[src/rtl/hpdec_pkg.sv]
package hpdec_pkg;

  // Fixed coefficient selection for one allpass section.
  typedef enum logic [0:0] {
    COEF_EIGHTH        = 1'b0,  // alpha = 0.125  = 2^-3
    COEF_NINE_SIXTEENTH = 1'b1  // alpha = 0.5625 = 2^-1 + 2^-4
  } coef_e;

endpackage

[src/rtl/hpdec_phase_split.sv]
module hpdec_phase_split #(
  parameter int W = 16
) (
  input  logic                clk,
  input  logic                rst,
  input  logic                in_valid,
  input  logic signed [W-1:0] in_data,
  output logic                fire,
  output logic signed [W-1:0] held
);

  // High while waiting for the second sample of a pair.
  logic second;

  always_ff @(posedge clk) begin
    if (rst) begin
      second <= 1'b0;
      held   <= '0;
    end else if (in_valid) begin
      second <= ~second;
      if (!second) held <= in_data;
    end
  end

  assign fire = in_valid & second;

  // pair position advances only on accepted samples.
  a_r2_phase_on_valid : assert property (@(posedge clk) disable iff (rst)
    !$stable(second) |-> $past(in_valid));

endmodule

[src/rtl/hpdec_allpass.sv]
module hpdec_allpass #(
  parameter int              W    = 23,
  parameter hpdec_pkg::coef_e COEF = hpdec_pkg::COEF_EIGHTH
) (
  input  logic                clk,
  input  logic                rst,
  input  logic                en,
  input  logic signed [W-1:0] x,
  output logic signed [W-1:0] y
);

  localparam int DW = W + 1;  // difference node
  localparam int PW = W + 6;  // product node with shift headroom
  localparam int YW = W + 2;  // sum node before narrowing

  logic signed [W-1:0]  x_prev;
  logic signed [W-1:0]  y_prev;
  logic signed [DW-1:0] diff;
  logic signed [PW-1:0] prod;
  logic signed [YW-1:0] y_wide;

  assign diff = DW'(x) - DW'(y_prev);

  // coefficient chosen at elaboration, realised by shift-add, rounded to nearest.
  generate
    if (COEF == hpdec_pkg::COEF_EIGHTH) begin : g_eighth
      assign prod = (PW'(diff) + PW'(4)) >>> 3;
    end else begin : g_nine_sixteenth
      assign prod = ((PW'(diff) <<< 3) + PW'(diff) + PW'(8)) >>> 4;
    end
  endgenerate

  assign y_wide = YW'(prod) + YW'(x_prev);
  assign y      = y_wide[W-1:0];

  always_ff @(posedge clk) begin
    if (rst) begin
      x_prev <= '0;
      y_prev <= '0;
    end else if (en) begin
      x_prev <= x;
      y_prev <= y;
    end
  end

  // the section result never needs more than the internal width.
  a_r9_no_overflow : assert property (@(posedge clk) disable iff (rst)
    en |-> (y_wide == YW'(y)));

endmodule

[src/rtl/hpdec_stage.sv]
module hpdec_stage #(
  parameter int DATA_W = 16,
  parameter int GUARD  = 3,
  parameter int FRAC   = 4
) (
  input  logic                     clk,
  input  logic                     rst,
  input  logic                     in_valid,
  input  logic signed [DATA_W-1:0] in_data,
  output logic                     out_valid,
  output logic signed [DATA_W-1:0] out_data
);

  localparam int IW = DATA_W + GUARD + FRAC;
  localparam int SW = IW + 3;
  localparam logic signed [SW-1:0] HALF_Q = SW'(1) <<< (FRAC + 1);
  localparam logic signed [SW-1:0] MAX_V  = SW'((1 << (DATA_W - 1)) - 1);
  localparam logic signed [SW-1:0] MIN_V  = -SW'(1 << (DATA_W - 1));

  logic                     fire;
  logic signed [DATA_W-1:0] held;
  logic signed [IW-1:0]     up_in, lo_in;
  logic signed [IW-1:0]     a1_mid, a1a1, a2_mid, a2a2, lo_mid, a1a2;
  logic signed [IW-1:0]     a2a2_q;
  logic signed [SW-1:0]     sum, rnd;
  logic signed [DATA_W-1:0] sat;

  hpdec_phase_split #(.W(DATA_W)) u_split (
    .clk(clk), .rst(rst), .in_valid(in_valid), .in_data(in_data),
    .fire(fire), .held(held)
  );

  // Second sample of the pair drives the upper path, the held one the lower.
  assign up_in = IW'(in_data) <<< FRAC;
  assign lo_in = IW'(held) <<< FRAC;

  hpdec_allpass #(.W(IW), .COEF(hpdec_pkg::COEF_EIGHTH)) u_up_a1_0 (
    .clk(clk), .rst(rst), .en(fire), .x(up_in), .y(a1_mid));
  hpdec_allpass #(.W(IW), .COEF(hpdec_pkg::COEF_EIGHTH)) u_up_a1_1 (
    .clk(clk), .rst(rst), .en(fire), .x(a1_mid), .y(a1a1));
  hpdec_allpass #(.W(IW), .COEF(hpdec_pkg::COEF_NINE_SIXTEENTH)) u_up_a2_0 (
    .clk(clk), .rst(rst), .en(fire), .x(up_in), .y(a2_mid));
  hpdec_allpass #(.W(IW), .COEF(hpdec_pkg::COEF_NINE_SIXTEENTH)) u_up_a2_1 (
    .clk(clk), .rst(rst), .en(fire), .x(a2_mid), .y(a2a2));
  hpdec_allpass #(.W(IW), .COEF(hpdec_pkg::COEF_EIGHTH)) u_lo_a1 (
    .clk(clk), .rst(rst), .en(fire), .x(lo_in), .y(lo_mid));
  hpdec_allpass #(.W(IW), .COEF(hpdec_pkg::COEF_NINE_SIXTEENTH)) u_lo_a2 (
    .clk(clk), .rst(rst), .en(fire), .x(lo_mid), .y(a1a2));

  // One output-rate delay on the A2*A2 product.
  always_ff @(posedge clk) begin
    if (rst)       a2a2_q <= '0;
    else if (fire) a2a2_q <= a2a2;
  end

  assign sum = SW'(a1a1) + SW'(a2a2_q) + (SW'(a1a2) <<< 1);
  // Quarter scale and removal of the fraction bits in one rounded shift.
  assign rnd = (sum + HALF_Q) >>> (FRAC + 2);

  always_comb begin
    if (rnd > MAX_V)      sat = MAX_V[DATA_W-1:0];
    else if (rnd < MIN_V) sat = MIN_V[DATA_W-1:0];
    else                  sat = rnd[DATA_W-1:0];
  end

  always_ff @(posedge clk) begin
    if (rst) begin
      out_valid <= 1'b0;
      out_data  <= '0;
    end else begin
      out_valid <= fire;
      if (fire) out_data <= sat;
    end
  end

  // at most one output per two accepted samples.
  a_r2_single_pulse : assert property (@(posedge clk) disable iff (rst)
    out_valid |=> !out_valid);

  // an output follows an accepted sample.
  a_r2_follows_input : assert property (@(posedge clk) disable iff (rst)
    out_valid |-> $past(in_valid));

  // output data holds between pulses.
  a_r3_hold : assert property (@(posedge clk) disable iff (rst)
    !out_valid |-> $stable(out_data));

  // positive overrange clamps.
  a_r8_clamp_high : assert property (@(posedge clk) disable iff (rst)
    (fire && rnd > MAX_V) |=> (out_data == MAX_V[DATA_W-1:0]));

  // negative overrange clamps.
  a_r8_clamp_low : assert property (@(posedge clk) disable iff (rst)
    (fire && rnd < MIN_V) |=> (out_data == MIN_V[DATA_W-1:0]));

endmodule

[config.mk]
export PLATFORM = sky130hd
export DESIGN_NAME = hpdec_stage
export DESIGN_NICKNAME = d
export VERILOG_FILES = /design/src/rtl/hpdec_pkg.sv /design/src/rtl/hpdec_phase_split.sv /design/src/rtl/hpdec_allpass.sv /design/src/rtl/hpdec_stage.sv
export SDC_FILE = /design/constraint.sdc
export NUM_CORES = 1
export LEC_CHECK = 0
export ABC_CLOCK_PERIOD_IN_PS = 12100
export BUFFER_PORTS_ARGS = -buffer_cell sky130_fd_sc_hd__buf_2
export CAP_MARGIN = 25
export CORE_MARGIN = 1
export CORE_UTILIZATION = 45
export CTS_CLUSTER_DIAMETER = 100
export CTS_CLUSTER_SIZE = 40
export DETAILED_ROUTE_END_ITERATION = 6
export PLACE_DENSITY = 0.62
export SYNTH_ARGS = -nofsm -noshare
export SYNTH_HDL_FRONTEND = slang
export SYNTH_SLANG_ARGS = --single-unit
[constraint.sdc]
create_clock -name clk -period 12.1 [get_ports clk]
set_clock_uncertainty 0.1 [all_clocks]
set_input_delay 1.815 -clock clk [delete_from_list [all_inputs] [get_ports clk]]
set_output_delay 1.815 -clock clk [all_outputs]
set_load 0.05 [all_outputs]
After elaboration in Yosys (flattened, before gate mapping)
Index checks and enable logic that the tools add are counted.
{"block": "op_classes", "addsub": 24, "magnitude_cmp": 2, "mux": 2, "n_bitwise": 2, "n_reduce_logical": 1}
{"operator": "adder 27 x 24 -> 27 bit", "count": 3}
{"operator": "adder 27 x 5 -> 27 bit, second input constant", "count": 3}
{"operator": "adder 24 x 4 -> 25 bit, second input constant", "count": 3}
{"operator": "subtractor 20 x 23 -> 24 bit", "count": 3}
{"operator": "subtractor 23 x 23 -> 24 bit", "count": 3}
{"operator": "adder 22 x 20 -> 23 bit", "count": 2}
{"operator": "adder 23 bit", "count": 2}
{"operator": "two-way mux 16 bit", "count": 2}
{"operator": "adder 25 x 7 -> 26 bit, second input constant", "count": 1}
{"operator": "adder 24 x 24 -> 25 bit", "count": 1}
{"operator": "adder 23 x 23 -> 24 bit", "count": 1}
{"operator": "adder 22 x 23 -> 23 bit", "count": 1}
{"operator": "adder 23 x 20 -> 23 bit", "count": 1}
{"operator": "> comparator 20 x 16 -> 1 bit, second input constant", "count": 1}
{"operator": "less-than comparator 20 x 16 -> 1 bit, second input constant", "count": 1}
{"operator": "AND reduction 2 bit", "count": 1}
{"operator": "AND 1 bit", "count": 1}
{"operator": "NOT 1 bit", "count": 1}
{"block": "word_totals", "ff_bits": 204, "input_bits": 19, "wordCells": 43}

Logic depth before layout (Yosys ltp)
Gate-level depths: netlist of run 1.
{"block": "depth", "word_depth": 12, "depth_mapped": 54, "depth_no_buf": 53}

Hierarchy
A second synthesis of run 1 with hierarchy kept.
{"block": "unflattened", "hier_cells": 3855, "hier_area_um2": 32518.7}
{"module": "hpdec_allpass (u_up_a1_0 ...)", "n_inst": 2, "cells_per_inst": 469, "area_each_um2": 4022.6, "seq_area_each_um2": 920.9}
{"module": "hpdec_allpass (u_up_a2_0)", "n_inst": 1, "cells_per_inst": 639, "area_each_um2": 5377.7, "seq_area_each_um2": 920.9}
{"module": "hpdec_allpass (u_lo_a2)", "n_inst": 1, "cells_per_inst": 675, "area_each_um2": 5333.9, "seq_area_each_um2": 920.9}
{"module": "hpdec_allpass (u_up_a2_1)", "n_inst": 1, "cells_per_inst": 647, "area_each_um2": 5263.8, "seq_area_each_um2": 920.9}
{"module": "hpdec_allpass (u_lo_a1)", "n_inst": 1, "cells_per_inst": 465, "area_each_um2": 4031.4, "seq_area_each_um2": 920.9}
{"module": "hpdec_stage", "n_inst": 1, "cells_per_inst": 416, "area_each_um2": 3652.3, "seq_area_each_um2": 800.8}
{"module": "hpdec_phase_split", "n_inst": 1, "cells_per_inst": 75, "area_each_um2": 814.5, "seq_area_each_um2": 340.3}

Worst setup path after synthesis of run 1
No wires, ideal clock.
{"block": "synth_path", "path_kind": "input to register", "from": "input in_data[0]", "to": "register u_up_a2_1.y_prev[22]", "setup_ns": 0.079, "t_arrival_ns": 10.806, "t_required_ns": 11.921, "path_slack_ns": 1.115, "path_stages": 45, "n_path_buf": 0, "cell_sequence": "ha_1 > nor4bb_1 > o211ai_1 > a21oi_1 > o41a_1 > o21a_1 > nor2_1 > ha_1 > ha_1 > and2_0 > a221o_1 > a31o_2 > o31a_1 > a21o_1 > a211oi_1 > nor2_1 > ha_1 > and3_1 > [9 not listed] > a21o_1 > a21o_1 > xor2_1 > ha_1 > ha_1 > a21o_1 > nor3_1 > a21oi_1 > xor2_1 > ha_1 > a21oi_1 > nor2_1 > nor2_1 > o21ai_1 > a21o_1 > a21oi_1 > xnor3_1 > a211oi_2"}
{"block": "synth_via", "elab_chain_cells": 8}
{"element": "start: declaration", "line": "hpdec_stage.sv:9", "rtl": "input logic signed [DATA_W-1:0] in_data,"}
{"element": "subtractor 20 x 23 -> 24 bit", "line": "hpdec_allpass.sv:22", "rtl": "assign diff = DW'(x) - DW'(y_prev);"}
{"element": "adder 27 x 24 -> 27 bit", "line": "hpdec_allpass.sv:29", "rtl": "assign prod = ((PW'(diff) <<< 3) + PW'(diff) + PW'(8)) >>> 4;"}
{"element": "adder 27 x 5 -> 27 bit", "line": "hpdec_allpass.sv:29"}
{"element": "adder 23 x 20 -> 23 bit", "line": "hpdec_allpass.sv:33", "rtl": "assign y_wide = YW'(prod) + YW'(x_prev);"}
{"element": "named net a2_mid[17]", "line": "hpdec_stage.sv:23", "rtl": "logic signed [IW-1:0] a1_mid, a1a1, a2_mid, a2a2, lo_mid, a1a2;"}
{"element": "subtractor 23 x 23 -> 24 bit", "line": "hpdec_allpass.sv:22"}
{"element": "adder 27 x 24 -> 27 bit", "line": "hpdec_allpass.sv:29"}
{"element": "adder 27 x 5 -> 27 bit", "line": "hpdec_allpass.sv:29"}
{"element": "adder 23 bit", "line": "hpdec_allpass.sv:33"}
{"element": "end signal: assignment", "line": "hpdec_allpass.sv:42", "rtl": "y_prev <= y;"}
{"element": "end: declaration", "line": "hpdec_allpass.sv:17", "rtl": "logic signed [W-1:0] y_prev;"}
The timed path passes the listed nets, and every way through them passes these cells.
A chain may end at the register's enable or synchronous reset.

Worst setup path in the final report of run 1
Ends and elaborated chain as after synthesis.

==> flow_summary.yaml, run 1 <==
grt:
  met3_usage_pct: 1.46
  grtUsageMet2_pct: 43.4
  grt_pass1_wl_mm: 103
  grtUsageMet1_pct: 29.1
  grt_max_degree: 95
  overflow: 0
  busiest_layer: "met2"
  grt_usage_pct: 23.3
  antenna_found_initial: 2
  grt_pass1_vias: 21100
worst_setup_path:
  cp-start-kind: "input port"
  path_common_cell: "ha_1"
  r2r_start: "u_lo_a2.x_prev[5]"
  crit_buf_inv: 3
  crit_required_ns: 12.45
  r2r-end: "out_data[3]"
  end_kind: "register"
  slowest_stage: "o41a_1"
  path_delay_family: "compound AO/OA/AOI/OAI gates"
  worstSetupPathType: "input port to register"
  cp_max_fo: 7
  reg2reg_setup_slack_ns: 0.89
  cpPeakStageDelay_ns: 0.43
  r2r_cells: 50
  worstPathArrival_ns: 11.86
synth:
  synth.most_common_cell: "ha_1"
  synth_top_family_by_area: "adder cells"
  synth_mux_area_share_pct: 0.443
  ys.flop_type: "dfxtp_1"
  synth_commonest_cells: "ha_1 (449), nand2_1 (390), a21oi_1 (347)"
  ys.warnings.count: 0
  synth_compound_area_share_pct: 23.0
  mappedNetlistArea_um2: 23700
  synth.top_cell.area_share_pct: 23.7
  synth_area_leaders: "ha_1 (24%), dfxtp_1 (17%), xnor2_1 (7.4%)"
  synth-seq-cells: 204
  synth_edf_count: 0
  async_flop_share_pct: 0
  yosysSeqAreaShare_pct: 17.2
  synth_top_cell_by_area: "ha_1"
  synth-xor-area-share_pct: 10.2
  synth_nets: 3578
  synthAdderAreaFrac_pct: 26.5
  synth-simple-area-share_pct: 17.8
  ys_types: 79
  synthCells: 3076
  avgSynthCellArea_um2: 7.71
placement:
  hpwl_mm: 51.2
  pre_cts_ws_ns: 0.124
  gp_congestion: 0.875
  portBuffers: 35
drt:
  vias: 21300
  wl_mm: 63.3
  drt_first_pass_iters: 6
  drt_iter0_drc: 1085
  viasPerCell: 5.66
  ant_nets: 0
  wire_per_inst_um: 16.8
  drc_errors: 0
timing:
  fin_setup_tns_ns: 0
  slew_headroom_pct: 30.5
  rsz0062_at_grt: "false"
  period_minus_slack_ns: 11.51
  hold_viol_final: 0
  drv_slew: 0
  worst_slew_pin_slew_ns: 1.04
  timing.final.crit_share_pct: 95.1
  setup_ws_ns: 0.593
  fmax_ghz: 0.0869
  setup_viol: 0
min_path:
  hold_depth: 2
  min_to: "u_lo_a1.x_prev[8]"
  worstHoldStart: "u_split.held[4]"
  hold_class: "register to register"
floorplanning:
  die_area_um2: 53600
  fp.coreArea_um2: 51700
  die_y_um: 232
  initial_core_util_pct: 45.9
  rows: 83
  die_w_um: 232
  io_pins: 36
cts:
  htree_levels: 1
  clk_latency_ns: 0.56
  cts.sinks: 204
  cts_buffer_depth: 3
  cts_made_buffers: 13
  cts_tree: "done"
  cts.clk_slew.worst_paths_ns: 0.15
  cts_hold_buf: 0
  root_buffer: "clkbuf_16"
cells_and_area:
  layout-drive-gt1-share_pct: 3.32
  fillers: 5157
  nets: 3569
  area_delta_synth_final_pct: 5.95
run:
  max-cap-violations: 0
status:
  outcome: "finished, final reports clean"
==> per-stage QoR <==
step | hold slack [ns] | instance area (um2) | utilization, % | instances
floorplan | 0.332 | 23700 | - | 3076
global placement | 0.343 | 24600 | 47.5 | 3730
detailed placement | 0.347 | 24600 | 47.5 | 3731
CTS | 0.321 | 25100 | 48.5 | 3753
global route | 0.335 | 25100 | 48.6 | 3756
finish | 0.318 | 25100 | 48.6 | 3757
==> layer usage <==
| layer | vias up | wire, um |
|---|---|---|
| met5 | - | 0 |
| met4 | 0 | 882 |
| met3 | 56 | 1690 |
| met2 | 273 | 31500 |
| met1 | 10100 | 29200 |
| li1 | 10900 | - |
==> state kept, by name, summed over array words and instances (netlist names) <==
| signal | cells |
|---|---|
| u_lo_a2.x_prev | 23 |
| u_lo_a2.y_prev | 23 |
| u_up_a1_1.x_prev | 23 |
| u_up_a1_1.y_prev | 23 |
| u_up_a2_1.x_prev | 23 |
| u_up_a2_1.y_prev | 23 |
| out_data | 16 |
| u_lo_a1.x_prev | 16 |
| u_split.held | 16 |
| u_up_a2_0.x_prev | 16 |
| out_valid | 1 |
| u_split.second | 1 |
==> cell type report <==
type	count	area [um2]	area share [%]
inverters	234	878	3.49
diodes	3	7.51	0.0299
multi-input cells	2567	18500	73.8
clock buffers	14	329	1.31
flip-flops and latches	204	4080	16.2
clock inverters	8	165	0.657
well taps	680	851	3.38
repair buffers	47	275	1.10
==> worst max path at each step <==
stage | startpoint | end | slack, ns | cells past startpoint
after floorplan | in_data[0] | u_up_a2_1.y_prev[22] | 1.11 | 45
after global placement | in_data[0] | u_up_a2_1.y_prev[22] | 0.21 | 47
after detailed placement | in_data[0] | u_up_a2_1.y_prev[22] | 0.12 | 47
after CTS | u_lo_a2.x_prev[7] | out_data[3] | 0.37 | 45
after global routing | in_data[0] | u_up_a2_1.y_prev[22] | 0.03 | 47
final | in_data[0] | u_up_a2_1.y_prev[22] | 0.59 | 47
==> worst register-to-register path, delay by kind of cell (launching register included) <==
family / cells / cell delay [ns]
AND/OR/NAND/NOR: 7 / 0.72
adder cells (fa/ha/maj): 10 / 3.40
XOR/XNOR: 6 / 1.42
buffers and inverters: 3 / 0.34
flip-flops: 1 / 0.39
AO/OA/AOI/OAI: 24 / 4.88
==> what timing repair did <==
action / in CTS / in global routing
resized for setup: 0 / 8
endpoints found under the setup margin: 0 / 16
setup buffers: 0 / 1
==> cell families (layout without fill, tap and decap cells) <==
logic type / count (synthesis) / count (layout)
AO/OA/AOI/OAI: 860 / 860
multiplexers: 10 / 10
buffers and inverters: 305 / 303
flip-flops: 204 / 204
other: 0 / 3
adder cells (fa/ha/maj): 483 / 483
AND/OR/NAND/NOR: 940 / 940
XOR/XNOR: 274 / 274
==> cells in the final DEF (no fill, tap or decap), drive strengths merged, types with 25 or more instances in the layout <==
cell type  instances
ha               449
nand2            390
a21oi            347
inv              236
nor2             228
dfxtp            204
xnor2            200
o21ai            127
a21o              76
xor2              73
nor3              70
o21a              58
nand3             55
a211oi            52
buf               47
nor2b             42
fa                34
nand2b            33
o21bai            29
and3              28
and2              28
a31oi             25
Power of run 1 is not shown: default switching activity piles up to over one toggle a cycle in this logic, so the estimate is an artifact.
==> run 2: changes to the inputs <==
Settings changed: ABC_AREA set to 1.
==> run 2 against run 1 <==
Compared with the run above:
- via count up 17%
- routed wire length up 33%
- flip-flop and latch count unchanged
- area after synthesis up 7.1%
- register-to-register slack worse by 0.14 ns
- core utilization up 0.19 points
- design area up 7.6%
- setup slack better by 0.15 ns
- critical path type is now register to register
- critical endpoint is now out_data[2]
- largest cell class unchanged
- highest routed layer unchanged
==> flow_summary.yaml, run 2 <==
timing:
  hold_viol_final: 0
  setup_ws_ns: 0.746
  drv_slew: 0
  setup_viol: 0
  fmax_ghz: 0.0881
  worst_slew_pin_slew_ns: 1.10
  slew_headroom_pct: 26.9
  timing.final.crit_share_pct: 93.8
  period_minus_slack_ns: 11.35
synth:
  synth_edf_count: 0
  synthCells: 3680
  ys.warnings.count: 0
  synth_top_family_by_area: "adder cells"
  synth_area_leaders: "ha_1 (22%), dfxtp_1 (16%), nand2_1 (10%)"
  synth_nets: 4182
  yosysSeqAreaShare_pct: 16.1
  synth_top_cell_by_area: "ha_1"
  synth.top_cell.area_share_pct: 22.1
  async_flop_share_pct: 0
  synth-simple-area-share_pct: 19.9
  synth-xor-area-share_pct: 9.79
  synth_commonest_cells: "nand2_1 (674), inv_1 (479), ha_1 (449)"
  ys.flop_type: "dfxtp_1"
  synth_compound_area_share_pct: 21.6
  avgSynthCellArea_um2: 6.91
  synth_mux_area_share_pct: 0
  synthAdderAreaFrac_pct: 24.8
  synth-seq-cells: 204
  mappedNetlistArea_um2: 25400
  ys_types: 55
  synth.most_common_cell: "nand2_1"
cts:
  cts.clk_slew.worst_paths_ns: 0.13
  cts_buffer_depth: 3
  cts_made_buffers: 15
  root_buffer: "clkbuf_16"
  cts.sinks: 204
  cts_tree: "done"
  htree_levels: 1
  clk_latency_ns: 0.58
worst_setup_path:
  cp-start-kind: "register"
  path_delay_family: "simple AND/OR/NAND/NOR gates"
  end_kind: "register"
  crit_required_ns: 12.42
  worstSetupPathType: "register to register"
  path_common_cell: "ha_1"
  cp_max_fo: 15
  cpPeakStageDelay_ns: 0.50
  worstPathArrival_ns: 11.67
  crit_buf_inv: 6
  slowest_stage: "fa_1"
grt:
  grt_pass1_vias: 24100
  grt_pass1_wl_mm: 131
  grt_max_degree: 99
  overflow: 0
  grt_usage_pct: 29.3
  antenna_found_initial: 0
floorplanning:
  die_y_um: 240
  die_area_um2: 57400
  initial_core_util_pct: 45.9
  die_w_um: 240
  rows: 86
  fp.coreArea_um2: 55400
  io_pins: 36
drt:
  wire_per_inst_um: 18.9
  drc_errors: 0
  ant_nets: 0
  vias: 24900
  wl_mm: 84.2
  drt_first_pass_iters: 6
  drt_iter0_drc: 1583
  viasPerCell: 5.59
run:
  max-cap-violations: 0
cells_and_area:
  layout-drive-gt1-share_pct: 3.08
  area_delta_synth_final_pct: 6.37
  mostFrequentLayoutCell: "nand2_1"
  finish.utilization_pct: 48.8
  antennaDiodeCount: 0
  layout.cells.most_common_list: "nand2_1 (674), inv_1 (477), ha_1 (449)"
  fillers: 5835
  nets: 4198
status:
  outcome: "finished, final reports clean"
placement:
  pre_cts_ws_ns: 0.341
  hpwl_mm: 71.0
  portBuffers: 35
  gp_congestion: 0.963
min_path:
  hold_class: "register to register"
-- run 2: through the flow --
stage	hold WS [ns]	cells	cell area (um2)	TNS, ns
global placement	0.358	4426	26400	0
finish	0.375	4453	27000	0
CTS	0.373	4453	27000	0
floorplan	0.343	3680	25400	0
global route	0.395	4453	27000	-0.00512
detailed placement	0.359	4427	26500	0
-- run 2: cell families (layout without fill, tap and decap cells) --
logic type	Yosys count	count (layout)
XOR/XNOR	284	284
flip-flops	204	204
AND/OR/NAND/NOR	1219	1219
AO/OA/AOI/OAI	963	963
buffers and inverters	527	552
adder cells (fa/ha/maj)	483	483
-- run 2: final timing paths --
kind                                endpoint  slack, ns  cells after the start       startpoint
worst min-delay path            out_data[15]       0.38                      2     out_data[15]
worst max-delay path             out_data[2]       0.75                     53  u_split.held[0]
worst max register to register   out_data[2]       0.75                     53  u_split.held[0]
worst min register to register  out_data[15]       0.38                      2     out_data[15]
-- run 2: repair_timing --
item | in CTS | in global routing
setup buffers | 0 | 0
endpoints found under the hold margin | 0 | 0
endpoints found under the setup margin | 0 | 15
hold buffers | 0 | 0
resized for setup | 0 | 6
-- run 2: metal layers --
| layer | up-vias | global-route usage (%) | wire [um] |
|---|---|---|---|
| li1 | 12600 | - | - |
| met1 | 11500 | 37.9 | 37900 |
| met2 | 625 | 49.6 | 38400 |
| met3 | 148 | 3.11 | 4320 |
| met4 | 0 | 11.5 | 3620 |
| met5 | - | 0 | 0 |
-- run 2: final cells by class --
class                           instances  area [um2]  share of cell area [%]
Clock buffer                           16         379                    1.40
Clock inverter                         10         168                   0.620
Inverter                              480        1800                    6.67
Multi-Input combinational cell       2949       19400                    71.7
Sequential cell                       204        4080                    15.1
Tap cell                              748         936                    3.46
Timing Repair Buffer                   46         278                    1.03
-- run 2: worst min-delay path, stage by stage (launching register included) --
cell	delay [ns]
dfxtp_1	0.32
nand2_1	0.06
a21oi_1	0.06
Power of run 2 is left out for the same reason.
